### src/rtl/cmpwin_pkg.sv
`timescale 1ns/1ps
package cmpwin_pkg;
    localparam int NCH     = 2;
    localparam int DW      = 8;
    localparam int AW      = 3;
    localparam int WIN_BIT = 4;
    localparam int NSRC    = NCH + 1;

    localparam logic [DW-1:0] SRC_MASK = DW'((1 << NCH) - 1) | DW'(1 << WIN_BIT);

    localparam logic [AW-1:0] A_CTRL   = AW'(0);
    localparam logic [AW-1:0] A_EVOUT  = AW'(1);
    localparam logic [AW-1:0] A_EVIN   = AW'(2);
    localparam logic [AW-1:0] A_IENCLR = AW'(3);
    localparam logic [AW-1:0] A_IENSET = AW'(4);
    localparam logic [AW-1:0] A_FLAG   = AW'(5);
    localparam logic [AW-1:0] A_STAT   = AW'(6);

    localparam int CTRL_SRST = 0;
    localparam int CTRL_WEN  = 1;
    localparam int CTRL_SEL  = 2;

    typedef enum logic [1:0] {
        WS_ABOVE  = 2'd0,
        WS_INSIDE = 2'd1,
        WS_BELOW  = 2'd2
    } wstate_e;

    typedef enum logic [1:0] {
        SEL_ABOVE   = 2'd0,
        SEL_INSIDE  = 2'd1,
        SEL_BELOW   = 2'd2,
        SEL_OUTSIDE = 2'd3
    } wsel_e;

    typedef struct packed {
        wsel_e sel;
        logic  en;
    } win_cfg_t;

    typedef struct packed {
        logic            win;
        logic [NCH-1:0]  ch;
    } src_t;

    // channel 1 is the upper threshold, channel 0 the lower one
    function automatic wstate_e classify(input logic [NCH-1:0] st);
        if (st[1])      return WS_ABOVE;
        else if (st[0]) return WS_INSIDE;
        return WS_BELOW;
    endfunction

    function automatic logic cond_hit(input wsel_e sel, input wstate_e ws);
        case (sel)
            SEL_ABOVE:  return ws == WS_ABOVE;
            SEL_INSIDE: return ws == WS_INSIDE;
            SEL_BELOW:  return ws == WS_BELOW;
            default:    return ws != WS_INSIDE;
        endcase
    endfunction

    function automatic logic [DW-1:0] src_to_byte(input src_t s);
        logic [DW-1:0] b;
        b = '0;
        b[NCH-1:0] = s.ch;
        b[WIN_BIT] = s.win;
        return b;
    endfunction

    function automatic src_t byte_to_src(input logic [DW-1:0] b);
        src_t s;
        s.ch  = b[NCH-1:0];
        s.win = b[WIN_BIT];
        return s;
    endfunction
endpackage

### src/rtl/cmpwin_regs.sv
`timescale 1ns/1ps
module cmpwin_regs
    import cmpwin_pkg::*;
(
    input  logic            clk,
    input  logic            rst,
    input  logic            we,
    input  logic [AW-1:0]   addr,
    input  logic [DW-1:0]   wdata,
    output logic            srst,
    output win_cfg_t        win_cfg,
    output src_t            evo,
    output logic [NCH-1:0]  evi,
    output src_t            ien,
    output src_t            flag_clr
);
    src_t wsrc;

    assign wsrc     = byte_to_src(wdata);
    assign srst     = we && (addr == A_CTRL) && wdata[CTRL_SRST];
    assign flag_clr = (we && addr == A_FLAG) ? wsrc : '0;

    always_ff @(posedge clk) begin
        if (rst || srst) begin
            win_cfg.en  <= 1'b0;
            win_cfg.sel <= SEL_ABOVE;
            evo         <= '0;
            evi         <= '0;
            ien         <= '0;
        end else if (we) begin
            case (addr)
                A_CTRL: begin
                    win_cfg.en  <= wdata[CTRL_WEN];
                    win_cfg.sel <= wsel_e'(wdata[CTRL_SEL +: 2]);
                end
                A_EVOUT:  evo <= wsrc;
                A_EVIN:   evi <= wdata[NCH-1:0];
                A_IENCLR: ien <= ien & ~wsrc;
                A_IENSET: ien <= ien | wsrc;
                default: ;
            endcase
        end
    end

    assert_ien_set_R6: assert property (@(posedge clk) disable iff (rst)
        (we && addr == A_IENSET) |=>
            ((src_to_byte(ien) & $past(wdata)) == ($past(wdata) & SRC_MASK)));

    assert_ien_clr_R6: assert property (@(posedge clk) disable iff (rst)
        (we && addr == A_IENCLR) |=>
            ((src_to_byte(ien) & $past(wdata)) == '0));
endmodule

### src/rtl/cmpwin_window.sv
`timescale 1ns/1ps
module cmpwin_window
    import cmpwin_pkg::*;
(
    input  logic            clk,
    input  logic            rst,
    input  logic            srst,
    input  win_cfg_t        cfg,
    input  logic [NCH-1:0]  ch_state,
    output wstate_e         wstate,
    output logic            win_hit
);
    wstate_e ws_new;

    assign ws_new  = classify(ch_state);
    // entry into the condition: the fresh state matches, the held one did not
    assign win_hit = cfg.en && cond_hit(cfg.sel, ws_new) && !cond_hit(cfg.sel, wstate);

    always_ff @(posedge clk) begin
        if (rst || srst)
            wstate <= WS_ABOVE;
        else if (cfg.en)
            wstate <= ws_new;
    end

    assert_hold_when_off_R3: assert property (@(posedge clk) disable iff (rst)
        (!cfg.en && !srst) |=> $stable(wstate));

    assert_inside_code_R2: assert property (@(posedge clk) disable iff (rst)
        (cfg.en && !srst && ch_state == 2'b01) |=> (wstate == WS_INSIDE));

    assert_below_code_R2: assert property (@(posedge clk) disable iff (rst)
        (cfg.en && !srst && ch_state == 2'b00) |=> (wstate == WS_BELOW));
endmodule

### src/rtl/cmpwin_flags.sv
`timescale 1ns/1ps
module cmpwin_flags
    import cmpwin_pkg::*;
(
    input  logic  clk,
    input  logic  rst,
    input  logic  srst,
    input  src_t  set_src,
    input  src_t  clr_src,
    output src_t  flags
);
    logic [NSRC-1:0] set_v;
    logic [NSRC-1:0] clr_v;
    logic [NSRC-1:0] flag_v;

    assign set_v = set_src;
    assign clr_v = clr_src;

    for (genvar i = 0; i < NSRC; i++) begin : g_flag
        logic q;
        always_ff @(posedge clk) begin
            if (rst || srst)
                q <= 1'b0;
            else if (set_v[i])
                q <= 1'b1;
            else if (clr_v[i])
                q <= 1'b0;
        end
        assign flag_v[i] = q;
    end

    assign flags = flag_v;

    assert_set_wins_R7: assert property (@(posedge clk) disable iff (rst)
        (!srst && set_v != '0) |=> ((flag_v & $past(set_v)) == $past(set_v)));

    assert_w1c_R7: assert property (@(posedge clk) disable iff (rst)
        (!srst && (clr_v & ~set_v) != '0) |=> ((flag_v & $past(clr_v & ~set_v)) == '0));
endmodule

### src/rtl/cmpwin_top.sv
`timescale 1ns/1ps
module cmpwin_top
    import cmpwin_pkg::*;
(
    input  logic            clk,
    input  logic            rst,
    input  logic            bus_we,
    input  logic [AW-1:0]   bus_addr,
    input  logic [DW-1:0]   bus_wdata,
    output logic [DW-1:0]   bus_rdata,
    input  logic [NCH-1:0]  ch_state,
    input  logic [NCH-1:0]  ch_done,
    input  logic [NCH-1:0]  ext_evt,
    output logic            irq,
    output logic [NSRC-1:0] evt_out,
    output logic [NCH-1:0]  start_req
);
    logic            srst;
    win_cfg_t        win_cfg;
    src_t            evo;
    logic [NCH-1:0]  evi;
    src_t            ien;
    src_t            flag_clr;
    src_t            flags;
    src_t            set_src;
    src_t            evt_q;
    wstate_e         wstate;
    logic            win_hit;

    cmpwin_regs u_regs (
        .clk      (clk),
        .rst      (rst),
        .we       (bus_we),
        .addr     (bus_addr),
        .wdata    (bus_wdata),
        .srst     (srst),
        .win_cfg  (win_cfg),
        .evo      (evo),
        .evi      (evi),
        .ien      (ien),
        .flag_clr (flag_clr)
    );

    cmpwin_window u_window (
        .clk      (clk),
        .rst      (rst),
        .srst     (srst),
        .cfg      (win_cfg),
        .ch_state (ch_state),
        .wstate   (wstate),
        .win_hit  (win_hit)
    );

    assign set_src.ch  = ch_done;
    assign set_src.win = win_hit;

    cmpwin_flags u_flags (
        .clk     (clk),
        .rst     (rst),
        .srst    (srst),
        .set_src (set_src),
        .clr_src (flag_clr),
        .flags   (flags)
    );

    always_ff @(posedge clk) begin
        if (rst || srst)
            evt_q <= '0;
        else
            evt_q <= set_src & evo;
    end

    assign evt_out   = evt_q;
    assign irq       = |(flags & ien);
    assign start_req = ext_evt & evi;

    always_comb begin
        bus_rdata = '0;
        case (bus_addr)
            A_CTRL: begin
                bus_rdata[CTRL_WEN]       = win_cfg.en;
                bus_rdata[CTRL_SEL +: 2]  = win_cfg.sel;
            end
            A_EVOUT:  bus_rdata = src_to_byte(evo);
            A_EVIN:   bus_rdata[NCH-1:0] = evi;
            A_IENCLR: bus_rdata = src_to_byte(ien);
            A_IENSET: bus_rdata = src_to_byte(ien);
            A_FLAG:   bus_rdata = src_to_byte(flags);
            A_STAT: begin
                bus_rdata[NCH-1:0]           = ch_state;
                bus_rdata[WIN_BIT +: 2]      = wstate;
            end
            default: bus_rdata = '0;
        endcase
    end

    assert_ch0_event_R9: assert property (@(posedge clk) disable iff (rst)
        (ch_done[0] && evo.ch[0] && !srst) |=> evt_out[0]);

    assert_ch1_flag_R5: assert property (@(posedge clk) disable iff (rst)
        (ch_done[1] && !srst) |=> flags.ch[1]);

    assert_soft_reset_R11: assert property (@(posedge clk) disable iff (rst)
        srst |=> (!irq && evt_out == '0 && ien == '0 && flags == '0));
endmodule

### config.mk
export PLATFORM = sky130hd
export DESIGN_NAME = cmpwin_top
export DESIGN_NICKNAME = d
export VERILOG_FILES = /design/src/rtl/cmpwin_pkg.sv /design/src/rtl/cmpwin_regs.sv /design/src/rtl/cmpwin_window.sv /design/src/rtl/cmpwin_flags.sv /design/src/rtl/cmpwin_top.sv
export SDC_FILE = /design/constraint.sdc
export NUM_CORES = 1
export LEC_CHECK = 0
export ABC_AREA = 1
export BUFFER_PORTS_ARGS = -buffer_cell sky130_fd_sc_hd__buf_2
export CAP_MARGIN = 25
export CORE_UTILIZATION = 35
export CTS_BUF_LIST = sky130_fd_sc_hd__clkbuf_4 sky130_fd_sc_hd__clkbuf_8 sky130_fd_sc_hd__clkbuf_16
export CTS_CLUSTER_DIAMETER = 150
export DETAILED_ROUTE_END_ITERATION = 8
export PLACE_DENSITY = 0.66
export SLEW_MARGIN = 20
export SYNTH_ARGS = -nofsm -noshare
export SYNTH_HDL_FRONTEND = slang
export SYNTH_SLANG_ARGS = --single-unit
export TNS_END_PERCENT = 5
### constraint.sdc
create_clock -name clk -period 1.3 [get_ports clk]
set_input_delay 0.195 -clock clk [delete_from_list [all_inputs] [get_ports clk]]
set_output_delay 0.195 -clock clk [all_outputs]
set_load 0.1 [all_outputs]
==> impl_results.md <==
- Quantity of I/O buffers inserted on ports: 28
- Data arrival, critical path: about 1.2 ns
- Static power due to leakage: about 0.77 nW
- Cell types with the largest area share after synthesis: sky130_fd_sc_hd__dfxtp_1 35%, sky130_fd_sc_hd__nand2_1 19%, sky130_fd_sc_hd__inv_1 10%
- Pin count of the biggest net entering global routing: 11
- Post-route insts no fill: ~270
- Most frequent cell after synthesis: sky130_fd_sc_hd__nand2_1
- Endpoint of the most critical register-to-register path: u_flags.g_flag[2].q
- Via count of the first global-routing pass: 1032
- Remaining design rule violation count: 0
- Area of the core region: approximately 0.0029 mm^2
- CTS Root Buffer Type: sky130_fd_sc_hd__clkbuf_4
- Setup Total Neg Slack: -0.116 ns
- Total Routing Usage GR: between 10% and 20%
- Critical path class: reg -> out
- Number of different library cells in the post-synthesis netlist: 22
- Number of clock buffers inserted by TritonCTS: 3
- Cell types with the highest counts after synthesis: 56 x sky130_fd_sc_hd__nand2_1, 30 x sky130_fd_sc_hd__inv_1, 19 x sky130_fd_sc_hd__dfxtp_1
- Worst-case setup margin in the final layout: -0.0453 ns
- DIE AREA: around 0.0034 mm^2
- Fraction of the cycle the final worst path needs: 103%
- # clock sinks: 19
- Area taken by flip-flops and latches: about 390 um^2
- Final design area excluding fillers: approximately 0.0017 mm^2
- Yosys Warn Count: 0
- Worst r2r path cells: 8
- Number of core rows: 19
- Max-capacitance violation count: 0
- Overall overflow remaining after global route: 0
- Terminating pin of the worst hold path: u_regs.win_cfg[1]
- Endpoint type of the worst setup path: output pin
- Number of design-rule violations left by the first detailed-router iteration: 47
- Count of fill cells added during filler insertion: approximately 280
- Library cell occupying the most area in the post-synthesis netlist: sky130_fd_sc_hd__dfxtp_1
- Number of standard cells after synthesis: roughly 170
- Total via count after detailed routing: 1193
- Post-synth ARST share: 0%
- Tightest Hold Check Type: in -> reg
- Fraction of post-synthesis cell area in the top cell type by area: 34.5%
- Antenna violations before repair: 0
- Starting density of the core: between 30% and 40%
- Number of synthesized register bits: 19
- Launch point of the worst reg-to-reg path: u_regs.win_cfg[2]
- Number of buffers between clock root and the deepest sink: 2
- Violated checks: setup timing
- Count of flip-flops with a built-in enable after synthesis: 0
- Crit-path max FO: 2
- Overall die width: 58.1 um
- Fmax achieved: 743 MHz
- Clock tree from TritonCTS: yes
- Final-stage net count: 248
- Sum of routed wire length over all layers: about 2600 um
- Ratio of cells with drive above 1 in the final layout: approximately two fifths
- Wire length of the first global-routing pass: between 4000 and 5000 um
- Final HPWL from detailed placement: ~2100 um
- ANT nets after route: 0
- Footprint of the multi-input gates: 648 um^2
- Number of hold violations in the final report: 0
- Antenna diodes: 0
- Kind of launch point of the worst setup path: flop
- Share of the core filled with cells in the final layout: about three fifths
- Number of hold buffers added after cts: 0
- Setup violations, final: 3
- Setup repair after global routing missed its margin: yes
- Area overhead of the layout relative to synthesis: 52.5%
- Final slew viol count: 0
- Post-Route Skew: a little under 0.004 ns
- CP required: about 1.1 ns
- Run status: finished with violations
- Dpl cells: between 200 and 300
- Post-synthesis average cell area: between 6 and 7 um^2
- Instance area at placement: roughly 0.0016 mm^2
- Number of cells on the worst hold path: 3
- Post-layout total power: between 1 and 1.5 mW
- Ys flop type: sky130_fd_sc_hd__dfxtp_1
- Average vias per placed instance: between 4 and 5
- FF-to-FF setup slack: roughly 0.07 ns
- Pwr per Cell Area: between 700 and 800 mW/mm^2
- Clock-pin slew of the registers on the worst-case setup and hold paths: roughly 0.11 ns
- Clock H-tree levels: 1
- Top Ports: 34
- Skew-Pair Late Insertion Delay: around 0.30 ns
- Netlist area before placement: roughly 0.0011 mm^2
- Max rail drop VDD: around 0.53 mV
- First element of the critical path: u_regs.evo[1]
- Sequential element share of the synthesized area: 34.5%
- WL/cell: between 9 and 10 um
- Routability-driven placement congestion ratio: about 0.90
- Y dimension of the die: between 50 and 60 um
- Worst hold start: bus_wdata[2]
- Time the final worst path needs with I/O delays and setup: about 1.3 ns
- Drt first pass iters: 4
[stage by stage]
step                      hold WS (ns)  worst slack (ns)
after floorplan                  0.336            -0.122
after global placement           0.447           -0.0669
after detailed placement         0.452           -0.0474
after CTS                        0.118           -0.0643
after global routing             0.125            -0.108
final                            0.128           -0.0453
[report_power, final]
group          switching [mW]  internal [mW]
clock network           0.179          0.140
registers              0.0108          0.598
logic                   0.191          0.112
total                   0.381          0.850
[logic make-up (layout without fill, tap and decap cells)]
kind of cell / Yosys count / in the layout / share of synthesized area [%]
buf+inv: 35 / 84 / 13.3
compound gates: 27 / 27 / 14.9
other cells: 1 / 2 / 0.341
flops: 19 / 19 / 34.5
fa+ha+maj: 3 / 3 / 3.41
simple gates: 89 / 89 / 33.5
[routing by layer]
metal | part of all wire [%] | up-vias | wire length, um | global-route usage (%)
li1 | - | 635 | - | -
met1 | 48 | 510 | 1250 | 21.5
met2 | 45 | 43 | 1160 | 26.9
met3 | 5.6 | 5 | 146 | 4.24
met4 | 1.5 | 0 | 40 | 6.80
met5 | 0 | - | 0 | 0
[cell type report]
type,count,area share [%]
clock buffer,4,1.79
inverter,32,7.15
multi-input combinational,121,38.6
sequential,19,23.4
tap,42,3.13
timing repair buffer,48,25.9
[how the worst max path moves through the flow]
| stage | endpoint | slack (ns) | depth (start not counted) |
|---|---|---|---|
| after floorplan | bus_rdata[5] | -0.12 | 3 |
| after global placement | bus_rdata[0] | -0.07 | 9 |
| after detailed placement | bus_rdata[0] | -0.05 | 9 |
| after CTS | bus_rdata[1] | -0.06 | 5 |
| after global routing | bus_rdata[1] | -0.11 | 4 |
| final | bus_rdata[1] | -0.05 | 5 |
[what timing repair did]
item	4_1_cts	5_1_grt
pin swaps	10	6
setup endpoints to repair	5	9
gates resized for setup	19	12
setup buffers	2	0
cloned	0	0
[worst max-delay path, cell delays in order (launching register included)]
cell and delay, ns:
sky130_fd_sc_hd__dfxtp_2 0.34, sky130_fd_sc_hd__inv_2 0.05, sky130_fd_sc_hd__o21ai_1 0.05, sky130_fd_sc_hd__a21oi_1 0.14, sky130_fd_sc_hd__nand2_2 0.09, sky130_fd_sc_hd__buf_12 0.17
[cells in the final DEF (no fill, tap or decap), types with 3 or more instances in the layout]
master	instances
sky130_fd_sc_hd__nand3_1	4
sky130_fd_sc_hd__o21ai_0	4
sky130_fd_sc_hd__o21bai_1	3
sky130_fd_sc_hd__o21ai_1	3
sky130_fd_sc_hd__nor2_1	13
sky130_fd_sc_hd__inv_2	8
sky130_fd_sc_hd__dfxtp_2	10
sky130_fd_sc_hd__a21oi_1	13
sky130_fd_sc_hd__inv_1	24
sky130_fd_sc_hd__buf_2	18
sky130_fd_sc_hd__nand2_1	53
sky130_fd_sc_hd__clkbuf_4	4
sky130_fd_sc_hd__nand4_1	4
sky130_fd_sc_hd__dfxtp_1	9
sky130_fd_sc_hd__buf_4	19
sky130_fd_sc_hd__nand2_2	4
sky130_fd_sc_hd__buf_12	9
sky130_fd_sc_hd__nor2_4	4
(Power assumes the default switching activity.)
